## src/rtl/decim_fir_pkg.sv

```systemverilog
package decim_fir_pkg;

  // Strobes handed from the frame controller to the MAC datapath.
  typedef struct packed {
    logic advance;   // a sample is accepted this clock
    logic load;      // first sample of a frame: seed from upstream stage
    logic frameEnd;  // last sample of a frame
  } mac_ctrl_t;

endpackage

```

## src/rtl/decim_fir_ctrl.sv

```systemverilog
module decim_fir_ctrl
  import decim_fir_pkg::*;
#(
  parameter int DECIM   = 4,
  parameter int PHASE_W = (DECIM > 1) ? $clog2(DECIM) : 1
) (
  input  logic               clk,
  input  logic               rst,
  input  logic               inValid,
  output mac_ctrl_t          strobes,
  output logic [PHASE_W-1:0] phase
);

  localparam logic [PHASE_W-1:0] LAST_PHASE = PHASE_W'(DECIM - 1);

  always_ff @(posedge clk) begin
    if (rst) begin
      phase <= '0;
    end else if (inValid) begin
      phase <= (phase == LAST_PHASE) ? '0 : phase + 1'b1;
    end
  end

  always_comb begin
    strobes.advance  = inValid;
    strobes.load     = (phase == '0);
    strobes.frameEnd = (phase == LAST_PHASE);
  end

  // the phase only moves on accepted samples
  assert_phase_hold_R4: assert property (@(posedge clk) disable iff (rst)
    !inValid |=> $stable(phase));

  // a frame closes after exactly DECIM accepted samples
  assert_phase_wrap_R2: assert property (@(posedge clk) disable iff (rst)
    (inValid && phase == LAST_PHASE) |=> (phase == '0));

endmodule

```

## src/rtl/decim_fir_dp.sv

```systemverilog
module decim_fir_dp
  import decim_fir_pkg::*;
#(
  parameter int DATA_W  = 16,
  parameter int COEF_W  = 18,
  parameter int DECIM   = 4,
  parameter int STAGES  = 4,
  parameter int ACC_W   = 40,
  parameter int PHASE_W = (DECIM > 1) ? $clog2(DECIM) : 1,
  parameter int ADDR_W  = $clog2(DECIM * STAGES)
) (
  input  logic                     clk,
  input  logic                     rst,
  input  mac_ctrl_t                strobes,
  input  logic [PHASE_W-1:0]       phase,
  input  logic signed [DATA_W-1:0] inSample,
  input  logic                     coefWe,
  input  logic [ADDR_W-1:0]        coefAddr,
  input  logic signed [COEF_W-1:0] coefData,
  output logic                     outValid,
  output logic signed [ACC_W-1:0]  outData
);

  localparam int TAPS   = DECIM * STAGES;
  localparam int PROD_W = DATA_W + COEF_W;
  localparam int SKEW   = 2 * DECIM;            // samples between stages
  localparam int HIST   = SKEW * (STAGES - 1);
  localparam int HIST_D = (HIST > 0) ? HIST : 1;

  logic signed [COEF_W-1:0] coefMem [TAPS];
  logic signed [DATA_W-1:0] histLine [HIST_D];
  logic signed [ACC_W-1:0]  accBus [STAGES];

  // Coefficient store, written while the stream is idle.
  always_ff @(posedge clk) begin
    if (coefWe) coefMem[coefAddr] <= coefData;
  end

  // Sample history; histLine[i] holds the sample accepted i+1 samples ago.
  always_ff @(posedge clk) begin
    if (rst) begin
      for (int i = 0; i < HIST_D; i++) histLine[i] <= '0;
    end else if (strobes.advance) begin
      histLine[0] <= inSample;
      for (int i = 1; i < HIST_D; i++) histLine[i] <= histLine[i-1];
    end
  end

  for (genvar s = 0; s < STAGES; s++) begin : g_stage
    logic signed [DATA_W-1:0] stageSample;
    logic signed [ACC_W-1:0]  cascadeIn;
    logic [ADDR_W-1:0]        tapIdx;
    logic signed [PROD_W-1:0] prod;
    logic signed [ACC_W-1:0]  accReg;

    if (s == 0) begin : g_head
      assign stageSample = inSample;
      assign cascadeIn   = '0;
    end else begin : g_tail
      assign stageSample = histLine[SKEW*s-1];
      assign cascadeIn   = accBus[s-1];
    end

    // Phase 0 uses the highest tap of the group, the closing phase the lowest.
    assign tapIdx = ADDR_W'(s*DECIM + DECIM - 1) - ADDR_W'(phase);
    assign prod   = PROD_W'(stageSample) * PROD_W'(coefMem[tapIdx]);

    always_ff @(posedge clk) begin
      if (rst) begin
        accReg <= '0;
      end else if (strobes.advance) begin
        accReg <= (strobes.load ? cascadeIn : accReg) + ACC_W'(prod);
      end
    end

    assign accBus[s] = accReg;
  end

  always_ff @(posedge clk) begin
    if (rst) outValid <= 1'b0;
    else     outValid <= strobes.advance && strobes.frameEnd;
  end

  assign outData = accBus[STAGES-1];

  // idle cycles leave the result untouched
  assert_idle_hold_R4: assert property (@(posedge clk) disable iff (rst)
    !strobes.advance |=> $stable(outData));

  // coefficient writes never collide with accepted samples
  assert_coef_idle_R5: assert property (@(posedge clk) disable iff (rst)
    coefWe |-> !strobes.advance);

  if (DECIM > 1) begin : g_pulse_chk
    // results are at least DECIM clocks apart
    assert_single_pulse_R7: assert property (@(posedge clk) disable iff (rst)
      outValid |=> !outValid);
  end

endmodule

```

## src/rtl/poly_decim_fir.sv

```systemverilog
module poly_decim_fir
  import decim_fir_pkg::*;
#(
  parameter int DATA_W = 16,
  parameter int COEF_W = 18,
  parameter int DECIM  = 4,
  parameter int STAGES = 4,
  parameter int ACC_W  = 40,
  parameter int ADDR_W = $clog2(DECIM * STAGES)
) (
  input  logic                     clk,
  input  logic                     rst,
  input  logic                     inValid,
  input  logic signed [DATA_W-1:0] inSample,
  input  logic                     coefWe,
  input  logic [ADDR_W-1:0]        coefAddr,
  input  logic signed [COEF_W-1:0] coefData,
  output logic                     outValid,
  output logic signed [ACC_W-1:0]  outData
);

  localparam int PHASE_W = (DECIM > 1) ? $clog2(DECIM) : 1;

  mac_ctrl_t          strobes;
  logic [PHASE_W-1:0] phase;

  decim_fir_ctrl #(.DECIM(DECIM), .PHASE_W(PHASE_W)) i_ctrl (
    .clk     (clk),
    .rst     (rst),
    .inValid (inValid),
    .strobes (strobes),
    .phase   (phase)
  );

  decim_fir_dp #(
    .DATA_W(DATA_W), .COEF_W(COEF_W), .DECIM(DECIM), .STAGES(STAGES),
    .ACC_W(ACC_W), .PHASE_W(PHASE_W), .ADDR_W(ADDR_W)
  ) i_dp (
    .clk      (clk),
    .rst      (rst),
    .strobes  (strobes),
    .phase    (phase),
    .inSample (inSample),
    .coefWe   (coefWe),
    .coefAddr (coefAddr),
    .coefData (coefData),
    .outValid (outValid),
    .outData  (outData)
  );

endmodule

```

## config.mk

```make
export PLATFORM = sky130hd
export DESIGN_NAME = poly_decim_fir
export DESIGN_NICKNAME = d
export VERILOG_FILES = /design/src/rtl/decim_fir_pkg.sv /design/src/rtl/decim_fir_ctrl.sv /design/src/rtl/decim_fir_dp.sv /design/src/rtl/poly_decim_fir.sv
export SDC_FILE = /design/constraint.sdc
export NUM_CORES = 2
export LEC_CHECK = 0
export BUFFER_PORTS_ARGS = -buffer_cell sky130_fd_sc_hd__buf_2
export CELL_PAD_IN_SITES_DETAIL_PLACEMENT = 1
export CELL_PAD_IN_SITES_GLOBAL_PLACEMENT = 2
export CORE_MARGIN = 5
export CORE_UTILIZATION = 49
export CTS_CLUSTER_DIAMETER = 40
export DETAILED_ROUTE_END_ITERATION = 16
export PLACE_DENSITY_LB_ADDON = 0.1
export SLEW_MARGIN = 20
export SYNTH_ARGS = -nofsm -noshare
export SYNTH_HDL_FRONTEND = slang
export SYNTH_SLANG_ARGS = --single-unit
export TNS_END_PERCENT = 20
```

## constraint.sdc

```tcl
create_clock -name clk -period 30.2 [get_ports clk]
set_input_delay 3.02 -clock clk [delete_from_list [all_inputs] [get_ports clk]]
set_output_delay 3.02 -clock clk [all_outputs]
set_load 0.02 [all_outputs]
```

==> run_results.csv <==
group,metric,value,unit
timing,report.final.slew_viol_count,0,
clock_network,insertion_delay,0.80,ns
global_route,antenna_found_initial,16,
clock_network,cts_root_buf,"clkbuf_16",
clock_network,cts_tree,"yes",
timing,fin_setup_tns,0,ns
synthesis,synth.distinct_cells,82,
timing,slew_headroom,0.253,
floorplan,rows,151,
setup_path,worstRegToRegCells,23,
setup_path,arrival,9.92,ns
run,maxCapViolations,0,
timing,worst_slack,20.92,ns
synthesis,post-synth-top-count-cell,"inv_1",
placed_design,io_buffers,82,
synthesis,synth_edf_count,672,
floorplan,initial_utilization,0.491,
placed_design,dpl.cell_count,9541,
floorplan,num_io_pins,83,
placed_design,hpwlAfterDp,178000,µm
synthesis,yosys-top-cells-count,"inv_1, fa_1, nand2_1",
clock_network,cts_hold_buf,0,
floorplan,fp.dieH,422,µm
clock_network,ctsResizeCount,0,
synthesis,synth_top_area_cell,"fa_1",
detailed_routing,drc,0,
detailed_routing,firstDrtPassIters,5,
global_route,grtUsageTotal,0.267,
floorplan,die_w,422,µm
floorplan,dieArea,0.178,mm²
timing,rsz0062_at_grt,"no",
setup_path,required,30.84,ns
floorplan,fp.coreArea,0.169,mm²
synthesis,yosysTopAreaCellShare,0.339,
timing,period_needed,9.28,ns
setup_path,crit_type,"flop to flop",
synthesis,ys_seq_area_frac,0.282,
timing,fin_skew,0.0708,ns
setup_path,crit_path_max_fanout,40,
clock_network,cts.sinks,835,
timing,worst_pin_slew,1.12,ns
timing,fmax,108,MHz
synthesis,syn_area_per_cell,11.1,µm²
synthesis,synth_seq_cells,835,
min_path,min_path_cells,2,
placed_design,place_congestion,0.849,
global_route,gr-total-overflow,0,
finish,fill_cells,17800,
synthesis,ys.flop_type,"edfxtp_1",
placed_design,dp_slack,20.43,ns
detailed_routing,drt_wl_total,230000,µm
timing,fin_crit_sh,0.307,
min_path,hold_class,"flop to flop",
synthesis,async_reset_ff_frac,0,
detailed_routing,routedWlPerCell,23.4,µm
clock_network,htree_levels,4,
timing,finalSetupViolations,0,
detailed_routing,vias,52900,
clock_network,clk_pin_slew,0.05,ns
finish,final_cells,9807,
timing,worst_hold_slack,0.465,ns
clock_network,cts_setup_buffers,0,
synthesis,mappedNetlistArea,0.0831,mm²
detailed_routing,final_antenna_net_count,0,
finish,final_nets,9377,
global_route,first_global_vias,61700,
finish,syn_to_final_growth,9.01,%
synthesis,yosysWarnings,0,
synthesis,syn_nets,9423,
clock_network,clk_path_buf_depth,3,
setup_path,cp-start-kind,"flop",
detailed_routing,drt_iter0_drc,2822,
synthesis,synth_area_leaders,"fa_1, edfxtp_1, inv_1, ha_1, dfxtp_1",
global_route,grt_max_degree,172,
finish,final_layout_size_suffix_gt1_frac,0.0793,
synthesis,synth_cells,7511,
detailed_routing,viasPerCell,5.39,
outcome,outcome,"complete, no violations",
setup_path,cp-end-kind,"flop",
timing,hold_violations,0,
global_route,grt_pass1_wl,365000,µm
clock_network,cts-buffers-inserted,139,
flip-flops by register name (all words and copies together) (netlist names):
| register | count |
|---|---|
| i_dp.histLine | 384 |
| i_dp.coefMem | 288 |
| i_dp.g_stage.accReg | 120 |
| i_dp.outData | 40 |
| i_ctrl.phase | 2 |
| i_dp.outValid | 1 |
cell families after synthesis:
kind of cell / after synthesis / share of synthesized area
buffers and inverters: 1877 / 0.0848
XOR/XNOR: 151 / 0.0159
AND/OR/NAND/NOR: 2027 / 0.126
adder cells (fa/ha/maj): 1870 / 0.409
multiplexers: 265 / 0.0445
flip-flops: 835 / 0.282
AO/OA/AOI/OAI: 486 / 0.0382
worst max-delay path, stage by stage (launching register included):
cell	delay (ns)
dfxtp_4	0.80
buf_4	0.76
mux4_2	0.83
nand2_1	0.25
inv_1	0.09
fa_1	0.61
fa_1	0.87
fa_1	0.53
fa_1	0.51
fa_1	0.50
inv_1	0.05
fa_1	0.48
inv_1	0.04
ha_1	0.37
and4_1	0.27
nand3_1	0.11
or4_1	0.54
or3_1	0.33
a211oi_1	0.23
nor3_1	0.19
o31ai_2	0.39
nor3_1	0.10
mux2i_1	0.15
nor3_1	0.06
per-stage QoR:
step                      instance area [µm²]  utilization
after CTS                               90500        0.535
after global placement                  85600        0.506
after detailed placement                85600        0.506
after global routing                    90600        0.536
after floorplan                         83100            -
final                                   90600        0.536
area by class of cell:
class / count / area [µm²] / area share
clock buffers: 153 / 3570 / 0.0394
well taps: 2218 / 2780 / 0.0306
clock inverters: 103 / 1400 / 0.0154
inverters: 1555 / 5850 / 0.0646
repair buffers: 135 / 847 / 0.00935
multi-input cells: 4799 / 52700 / 0.581
flip-flops and latches: 835 / 23500 / 0.259
diodes: 9 / 22.5 / 0.000249
layer usage:
layer / global-route usage / share of wire / vias up
li1: - / - / 23400
met1: 0.329 / 0.41 / 28300
met2: 0.489 / 0.53 / 863
met3: 0.0322 / 0.034 / 340
met4: 0.0823 / 0.033 / 2
met5: 0 / 0.000057 / -
worst paths after layout:
kind / startpoint / end / slack (ns)
max: i_ctrl.phase[0] / i_dp.g_stage[2].accReg[39] / 20.92
min: i_dp.g_stage[0].accReg[36] / i_dp.g_stage[0].accReg[36] / 0.46
max reg2reg: i_ctrl.phase[0] / i_dp.g_stage[2].accReg[39] / 20.92
min reg2reg: i_dp.g_stage[0].accReg[36] / i_dp.g_stage[0].accReg[36] / 0.46
layout by cell type (no fill, tap or decap), drive strengths merged, types with 8 or more instances in the layout:
cell type	count
fa	1408
bufinv	16
nor2b	200
dfxtp	163
ha	462
edfxtp	672
clkinvlp	9
a211oi	21
nor3	30
diode	9
nand2	710
a221oi	8
and2	503
a21o	60
o21bai	24
o21a	19
a21oi	139
mux4	72
mux2i	76
xor2	55
a31o	8
clkinv	46
a31oi	16
a21boi	8
and3	307
mux2	117
or3	15
buf	134
nand4	8
inv	1587
nand2b	26
nor2	177
o21ai	113
clkbuf	154
nand3	24
xnor2	96
Power is not shown: default switching activity piles up to over one toggle a cycle in this logic, so the estimate is an artifact.
